`config.mk`:
```
export PLATFORM = sky130hd
export DESIGN_NAME = dma_bus_arbiter
export DESIGN_NICKNAME = d
export VERILOG_FILES = /design/src/rtl/dma_arb_pkg.sv /design/src/rtl/dma_req_qualify.sv /design/src/rtl/dma_prio_pick.sv /design/src/rtl/dma_bus_arbiter.sv
export SDC_FILE = /design/constraint.sdc
export NUM_CORES = 1
export LEC_CHECK = 0
export ABC_AREA = 1
export BUFFER_PORTS_ARGS = -buffer_cell sky130_fd_sc_hd__buf_2
export CORE_UTILIZATION = 46
export CTS_BUF_LIST = sky130_fd_sc_hd__clkbuf_16
export CTS_CLUSTER_SIZE = 16
export DETAILED_ROUTE_END_ITERATION = 10
export PLACE_DENSITY = 0.84
export REMOVE_ABC_BUFFERS = 1
export SYNTH_ARGS = -nofsm -noshare
export SYNTH_HDL_FRONTEND = slang
export SYNTH_HIERARCHICAL = 1
export SYNTH_SLANG_ARGS = --single-unit
```
`constraint.sdc`:
```
create_clock -name clk -period 1.65 [get_ports clk]
set_clock_uncertainty 0.1 [all_clocks]
set_input_delay 0.2475 -clock clk [delete_from_list [all_inputs] [get_ports clk]]
set_output_delay 0.2475 -clock clk [all_outputs]
set_load 0.03 [all_outputs]
```
`src/rtl/dma_arb_pkg.sv`:
```
package dma_arb_pkg;
    typedef enum logic [1:0] {
        DEC_HOLD = 2'd0,
        DEC_CH   = 2'd1,
        DEC_EXT  = 2'd2,
        DEC_IDLE = 2'd3
    } arb_dec_e;
endpackage

```
`src/rtl/dma_req_qualify.sv`:
```
module dma_req_qualify #(
    parameter int NUM_CH    = 8,
    parameter int PERIPH_CH = 6
) (
    input  logic [NUM_CH-1:0] req_i,
    input  logic [NUM_CH-1:0] burst_i,
    input  logic [NUM_CH-1:0] periph_i,
    output logic [NUM_CH-1:0] eff_req_o,
    output logic [NUM_CH-1:0] eff_burst_o
);
    for (genvar i = 0; i < NUM_CH; i++) begin : g_ch
        if (i < PERIPH_CH) begin : g_periph_ok
            assign eff_req_o[i] = req_i[i];
        end else begin : g_periph_blocked
            assign eff_req_o[i] = req_i[i] & ~periph_i[i];
        end
        assign eff_burst_o[i] = burst_i[i] & ~periph_i[i];
    end
endmodule

```
`src/rtl/dma_prio_pick.sv`:
```
module dma_prio_pick #(
    parameter int W = 8
) (
    input  logic [W-1:0] vec_i,
    output logic [W-1:0] onehot_o,
    output logic         any_o
);
    always_comb begin
        onehot_o = '0;
        for (int i = 0; i < W; i++) begin
            if (vec_i[i] && (onehot_o == '0)) begin
                onehot_o[i] = 1'b1;
            end
        end
    end
    assign any_o = |vec_i;
endmodule

```
`src/rtl/dma_bus_arbiter.sv`:
```
module dma_bus_arbiter
    import dma_arb_pkg::*;
#(
    parameter int NUM_CH    = 8,
    parameter int PERIPH_CH = 6
) (
    input  logic              clk,
    input  logic              rst,
    input  logic [NUM_CH-1:0] ch_req,
    input  logic [NUM_CH-1:0] ch_burst,
    input  logic [NUM_CH-1:0] ch_periph,
    input  logic [NUM_CH-1:0] ch_done,
    input  logic              unit_done,
    input  logic              ext_req,
    output logic [NUM_CH-1:0] ch_gnt,
    output logic              ext_gnt
);
    typedef struct packed {
        logic [NUM_CH-1:0] gnt;
        logic              ext;
        logic              last_cs;
    } arb_state_t;

    arb_state_t st_d, st_q;

    logic [NUM_CH-1:0] eff_req, eff_burst;
    logic [NUM_CH-1:0] avail, burst_vec;
    logic [NUM_CH-1:0] top_oh, topb_oh;
    logic              top_any, topb_any;
    logic              boundary;
    logic              top_is_burst;
    arb_dec_e          dec;
    logic [NUM_CH-1:0] pick_d;
    logic              cs_d;

    dma_req_qualify #(.NUM_CH(NUM_CH), .PERIPH_CH(PERIPH_CH)) u_qual (
        .req_i      (ch_req),
        .burst_i    (ch_burst),
        .periph_i   (ch_periph),
        .eff_req_o  (eff_req),
        .eff_burst_o(eff_burst)
    );

    // A channel finishing its block on this boundary is out of the running.
    assign avail     = eff_req & ~(st_q.gnt & ch_done & {NUM_CH{unit_done}});
    assign burst_vec = avail & eff_burst;

    dma_prio_pick #(.W(NUM_CH)) u_pick_all (
        .vec_i   (avail),
        .onehot_o(top_oh),
        .any_o   (top_any)
    );

    dma_prio_pick #(.W(NUM_CH)) u_pick_burst (
        .vec_i   (burst_vec),
        .onehot_o(topb_oh),
        .any_o   (topb_any)
    );

    assign top_is_burst = |(top_oh & eff_burst);

    always_comb begin
        if (st_q.ext)           boundary = ~ext_req;
        else if (|st_q.gnt)     boundary = unit_done;
        else                    boundary = 1'b1;
    end

    always_comb begin
        dec    = DEC_HOLD;
        pick_d = '0;
        cs_d   = st_q.last_cs;
        if (boundary) begin
            if (top_any) begin
                if (top_is_burst) begin
                    dec    = DEC_CH;
                    pick_d = top_oh;
                    cs_d   = 1'b0;
                end else if (st_q.last_cs && topb_any) begin
                    dec    = DEC_CH;
                    pick_d = topb_oh;
                    cs_d   = 1'b0;
                end else if (st_q.last_cs && ext_req) begin
                    dec    = DEC_EXT;
                    cs_d   = 1'b0;
                end else begin
                    dec    = DEC_CH;
                    pick_d = top_oh;
                    cs_d   = 1'b1;
                end
            end else if (ext_req) begin
                dec  = DEC_EXT;
                cs_d = 1'b0;
            end else begin
                dec  = DEC_IDLE;
                cs_d = 1'b0;
            end
        end
    end

    always_comb begin
        st_d = st_q;
        unique case (dec)
            DEC_CH: begin
                st_d.gnt = pick_d;
                st_d.ext = 1'b0;
            end
            DEC_EXT: begin
                st_d.gnt = '0;
                st_d.ext = 1'b1;
            end
            DEC_IDLE: begin
                st_d.gnt = '0;
                st_d.ext = 1'b0;
            end
            default: ;
        endcase
        st_d.last_cs = cs_d;
        if (rst) begin
            st_d = '0;
        end
    end

    always_ff @(posedge clk) begin
        st_q <= st_d;
    end

    assign ch_gnt  = st_q.gnt;
    assign ext_gnt = st_q.ext;
endmodule

```
; After elaboration in Yosys (flattened, before gate mapping)
; Index checks and enable logic that the tools add are counted.
[op_classes]
add_sub_neg = 0
mul = 0
n_eq_ne = 3
n_bitwise = 27
reduce_logical = 33
n_shift = 0
order_cmp = 0
n_mux = 34
div = 0
[op_table]
columns = op, n
row1 = $and A8 B8 Y8, 5
row2 = $mux W8, 5
row3 = $reduce_or A8 Y1, 4
row4 = $pmux W9 S3, 1
row5 = $mux W1, 23
row6 = $logic_and A1 B1 Y1, 16
row7 = $logic_not A7 Y1, 2
row8 = $logic_not A6 Y1, 2
row9 = $not A1 Y1, 11
row10 = $and A1 B1 Y1, 10
row11 = $logic_not A5 Y1, 2
row12 = $mux W2, 5
row13 = $logic_not A4 Y1, 2
row14 = $not A8 Y8, 1
row15 = $logic_not A3 Y1, 2
row16 = $eq A2 B2 Y1 const B, 2
row17 = $logic_not A2 Y1, 2
row18 = $reduce_bool A3 Y1, 1
row19 = $eq A2 B1 Y1 const B, 1
[totals]
ff_bits = 10
out_inout_bits = 9
romBits = 0
ram_bits = 0
elab_cells = 100
n_memories = 0
latch_bits = 0

; Longest topological paths before layout
[depth]
ltp_word = 33
depth_mapped = 15

; Hierarchy
; The synthesis kept the hierarchy.
[by_module_without_submodules]
columns = mod, area_each_um2, cells_each, n_inst
row1 = dma_bus_arbiter, 1019.7, 176, 1
row2 = dma_prio_pick, 107.6, 23, 2
row3 = dma_req_qualify, 120.1, 26, 1

; Worst setup path after synthesis
; OpenSTA, ideal clock, no wires.
[synth_path]
path_kind = register to register
startpoint = register st_q, in the netlist ch_gnt[0]
endpoint = register st_q, in the netlist ch_gnt[0]
synth_period_minus_slack_ns = 1.775
setup_slack_ns = -0.125
t_arrival_ns = 1.605
path_buffers = 0
setup_ns = 0.070
stages_incl_launch_ff = 15
path_cell_list = dfxtp_1 > nand3_1 > nand2_1 > inv_1 > nor2_2 > nand3_2 > nor2_1 > nand2_1 > nand2_1 > nor2_4 > nand2_2 > nand2_1 > nand2_1 > nand3_1 > a21oi_2
[synth_between]
elab_chain_len = 33
[synth_lines]
columns = item, line_no
row1 = start: declaration, dma_bus_arbiter.sv:24  ; arb_state_t st_d, st_q;
row2 = start signal: assignment, dma_bus_arbiter.sv:124  ; st_q <= st_d;
row3 = $and A8 B8 Y8 (*) (2 in series), dma_bus_arbiter.sv:45  ; assign avail = eff_req & ~(st_q.gnt & ch_done & {NUM_CH{unit_done}});
row4 = $not A8 Y8 (*), dma_bus_arbiter.sv:45
row5 = $and A8 B8 Y8 (*), dma_bus_arbiter.sv:45
row6 = net avail[0], dma_bus_arbiter.sv:27  ; logic [NUM_CH-1:0] avail, burst_vec;
row7 = $mux W1 (*), dma_prio_pick.sv:11  ; if (vec_i[i] && (onehot_o == '0)) begin
row8 = $not A1 Y1, dma_prio_pick.sv:11
row9 = $logic_and A1 B1 Y1, dma_prio_pick.sv:11
row10 = $mux W1, dma_prio_pick.sv:11
row11 = [... 15 more ...], n/a
row12 = net top_oh[6], dma_bus_arbiter.sv:28  ; logic [NUM_CH-1:0] top_oh, topb_oh;
row13 = [... 2 more ...], n/a
row14 = $mux W1, dma_prio_pick.sv:11
row15 = $and A8 B8 Y8 (*), dma_bus_arbiter.sv:60  ; assign top_is_burst = |(top_oh & eff_burst);
row16 = $reduce_or A8 Y1 (*), dma_bus_arbiter.sv:60
row17 = $mux W2, dma_bus_arbiter.sv:74  ; if (top_is_burst) begin
row18 = $mux W2, dma_bus_arbiter.sv:73  ; if (top_any) begin
row19 = $mux W2, dma_bus_arbiter.sv:72  ; if (boundary) begin
row20 = $eq A2 B2 Y1 / $eq A2 B1 Y1 (equally long branches), dma_bus_arbiter.sv:102  ; unique case (dec)
row21 = $pmux W9 S3 / $reduce_bool A3 Y1 (equally long branches), n/a
; The timed path passes the listed nets; every way through them passes the cells marked *.
; A chain may end at the register's enable or synchronous reset.

; Worst setup path in the final report
[layout_path]
startpoint = register st_q, in the netlist ch_gnt[1]
endpoint = register st_q, in the netlist ch_gnt[5]
[layout_between]
elab_chain_len = 31
[layout_lines]
columns = item, line_no
row1 = $and A8 B8 Y8 (*) (2 in series), dma_bus_arbiter.sv:45
row2 = $not A8 Y8 (*), dma_bus_arbiter.sv:45
row3 = $and A8 B8 Y8 (*), dma_bus_arbiter.sv:45
row4 = net avail[1], dma_bus_arbiter.sv:27
row5 = $logic_and A1 B1 Y1 (*), dma_prio_pick.sv:11
row6 = $mux W1 (*), dma_prio_pick.sv:11
row7 = $logic_not A2 Y1, dma_prio_pick.sv:11
row8 = $logic_and A1 B1 Y1, dma_prio_pick.sv:11
row9 = [... 10 more ...], n/a
row10 = net top_oh[5], dma_bus_arbiter.sv:28
row11 = [... 5 more ...], n/a
row12 = $mux W1, dma_prio_pick.sv:11
row13 = $and A8 B8 Y8, dma_bus_arbiter.sv:60
row14 = $reduce_or A8 Y1, dma_bus_arbiter.sv:60
row15 = $mux W2, dma_bus_arbiter.sv:74
row16 = $mux W2, dma_bus_arbiter.sv:73
row17 = $mux W2, dma_bus_arbiter.sv:72
row18 = $eq A2 B2 Y1 / $eq A2 B1 Y1 (equally long branches), dma_bus_arbiter.sv:102
row19 = $pmux W9 S3 / $reduce_bool A3 Y1 (equally long branches), n/a
; Marks and branches as above.

==> impl_results.md <==
- Slowest Stage Delay on Critical Path: 0.32 ns
- Hold path depth: 3
- Register area share after synthesis: 14.8%
- Hold EP: ext_gnt
- Most common library cells after synthesis: nand2_1 (70), nor2_1 (43), inv_1 (37), nand3_1 (34), buf_4 (16)
- Io pins: between 40 and 50
- Mapped cell area: 0.00136 mm2
- Pre-antenna DRT Iters: 4
- Reg2reg end: ch_gnt[5]
- Nets: around 360
- Routed wire per std cell: between 10 and 15 um
- Rows: 19
- Initial antenna violation count: 0
- Bufs and invs on worst path: 1
- P_int: about 0.80 mW
- Initial detailed-routing violation count: 67
- Syn Area/Cell: 5.46 um2
- CP delay by family, top: simple AND/OR/NAND/NOR gates
- Largest net degree at the start of global routing: 12
- Total negative slack: -1.83 ns
- Switch Pwr: 0.453 mW
- Clk pin slew, worst setup/hold paths: about 0.040 ns
- Crit path capture type: flip-flop
- Initial Utilization: 48.7%
- Inserted Diodes: 0
- Vias: approximately 1700
- GP Congestion: 0.897
- Relative slew slack: 77.8%
- CTS tree: yes
- Drt via density: 5.00
- Crit share post-route: 112%
- Cells along the critical path: nand3_2 -> nand2_2 -> inv_2 -> nor2_4 -> nand3_4 -> nor2_2 -> nand2_1 -> nand2_2 -> nor2_4 -> nand2_4 -> nand2_1 -> nand2_1 -> nand3_2 -> a21oi_2
- Area growth syn-to-layout: 52.8%
- Total GRT Usage: 28.1%
- P_leak: between 1 and 1.5 nW
- Max Cap Viol: 0
- Number of remaining DRC errors: 0
- CP most frequent cell: nand2_1
- CORE AREA: between 0.002 and 0.003 mm2
- Gr ovfl total: 0
- Final min period: between 1.5 and 2 ns
- Failing checks: setup timing
- Yosys cell types: 23
- Yosys reg bits: 10
- Setup crit start kind: flip-flop
- Final Hold Viols: 0
- CTS H-tree lvls: 1
- RSZ-0062 raised after global routing: yes
- Clk root buf: clkbuf_16
- F_max: 539 MHz
- Clock tree sinks: 10
- Required time of the critical path: 1.71 ns
- Total wire length: 4340 um
- Status: finished with violations
- Area fraction of the dominant cell type after synthesis: 19.4%
- HP Class: primary input to flip-flop
- Worst path slowest cell: dfxtp_2
- Top_reg_cell synth: dfxtp_1
- R2R Path Start: ch_gnt[1]
- FFs w/ async S/R, synth: 0%
- Clk network pwr share: 34.2%
- Final setup margin: -0.205 ns
- Filler cells: between 200 and 250
- Clock buffer depth: 2
- Max IR drop VDD: 0.000931 V
- Vias in the first global route: between 1500 and 2000
- EDFF count, synth: 0
- First-pass GRT wire length: 6990 um
- Area leader, netlist: nand2_1
- Worst Tran Pin Value: about 0.33 ns
- Gate power share: 43.5%
- Setup violators final: 10
- Power Dens Cells: 604 mW/mm2
- Die area: 0.00317 mm2
- Crit Path Max Fanout: 6
- Flop pwr share: between 20% and 30%
- Die Ht: between 50 and 60 um
- Number of port buffers: 44
- Hold Startpoint: ext_req
- Switching Fraction: 36.2%
- Arr. time, crit path: 1.92 ns
- Detail Route Antenna Nets: 0
- Worst Reg2Reg Path Length in Cells: 14
- HPWL after detailed placement: between 2000 and 3000 um
- Warnings from Yosys: 6
- Count leader, synth: nand2_1
- Placed insts: 340
- Worst-Skew Late Latency: about 0.24 ns
- Number of buffers created by CTS: 3
- Die Wd: 56.3 um
- R2r setup slk: -0.20 ns
- Crit Path Category: flip-flop to flip-flop
- Layout cell share with drive strength beyond 1: 51.7%
- Syn Inst Count: 248
- Largest cells by area after synthesis: nand2_1 (19%), dfxtp_1 (15%), nand3_1 (13%)
- Fin. max-slew vios: 0
- Final Non-Filler Cells: 348
[worst max-delay path by stage]
stage / slack [ns] / start / endpoint / cells after the start
detailed placement: -0.46 / unit_done / ch_gnt[5] / 15
global placement: -0.38 / unit_done / ch_gnt[5] / 15
global route: -0.35 / ch_gnt[0] / ch_gnt[5] / 14
CTS: -0.14 / ch_gnt[0] / ch_gnt[6] / 14
finish: -0.20 / ch_gnt[1] / ch_gnt[5] / 14
floorplan: -0.37 / ch_gnt[0] / ch_gnt[1] / 14
[tightest hold or removal path, stage by stage]
cell and delay [ns]:
buf_2 0.12, nand2_1 0.10, a21oi_2 0.07
[kinds of logic after synthesis]
group | Yosys count | synth area share [%]
AOI/OAI and AO/OA | 11 | 6.28
buffers and inverters | 59 | 22.3
and+or+nand+nor | 168 | 56.6
DFF | 10 | 14.8
[metrics by stage]
stage	worst slack, ns	hold slack [ns]	instance area [um2]	power (mW)	util (%)
3_5_place_dp	-0.458	0.412	1770	0.735	63.7
6_report	-0.205	0.256	2070	1.25	74.4
5_1_grt	-0.349	0.278	2070	1.31	74.4
3_3_place_gp	-0.379	0.389	1770	0.725	63.7
2_1_floorplan	-0.369	0.210	1210	0.547	-
4_1_cts	-0.142	0.252	2020	1.22	72.5
[flip-flops by register name (all words and copies together), names as in the netlist]
name	flops
ext_gnt	1
st_q	1
ch_gnt	8
[power groups by stage]
stage | registers [mW] | clock network (mW) | logic [mW]
finish | 0.279 | 0.428 | 0.544
global route | 0.279 | 0.446 | 0.588
CTS | 0.277 | 0.426 | 0.515
detailed placement | 0.277 | 0 | 0.457
global placement | 0.277 | 0 | 0.449
floorplan | 0.303 | 0 | 0.243
[routing by layer]
layer  share of wire, %  vias up  GRT usage, %
met3                5.5       22          5.76
met2                 52       71          54.6
met4                4.8        0          10.5
li1                   -      884             -
met5                  0        -             0
met1                 37      762          29.2
[cell usage in the layout (no fill, tap or decap), types with 2 or more instances in the layout]
cell type,synthesis,routed
dfxtp_1,10,4
nand3_1,34,19
buf_2,1,43
nand2_1,70,58
buf_4,16,36
nor2_1,43,38
inv_1,37,31
nor2_4,3,7
clkbuf_16,0,3
nor2_2,5,6
nand4_1,2,2
buf_6,1,4
inv_2,1,7
a21oi_2,8,9
buf_12,0,2
nand2_2,5,17
dfxtp_2,0,6
nand3_2,2,16
[cell type report]
cell class,count,area (um2),share of cell area (%)
Timing Repair Buffer,85,571,27.6
Tap cell,31,38.8,1.87
Clock buffer,3,75.1,3.63
Sequential cell,10,208,10.0
Multi-Input combinational cell,180,1020,49.2
Inverter,39,159,7.67
[repair_timing]
item                                   CTS  global route
setup endpoints to repair               10            10
endpoints found under the hold margin    0             0
gates resized for setup                 48            10
pin swaps                               28            13
cloned                                   1             0
hold buffers                             0             0
setup buffers                            2             2
(Power assumes the default switching activity.)
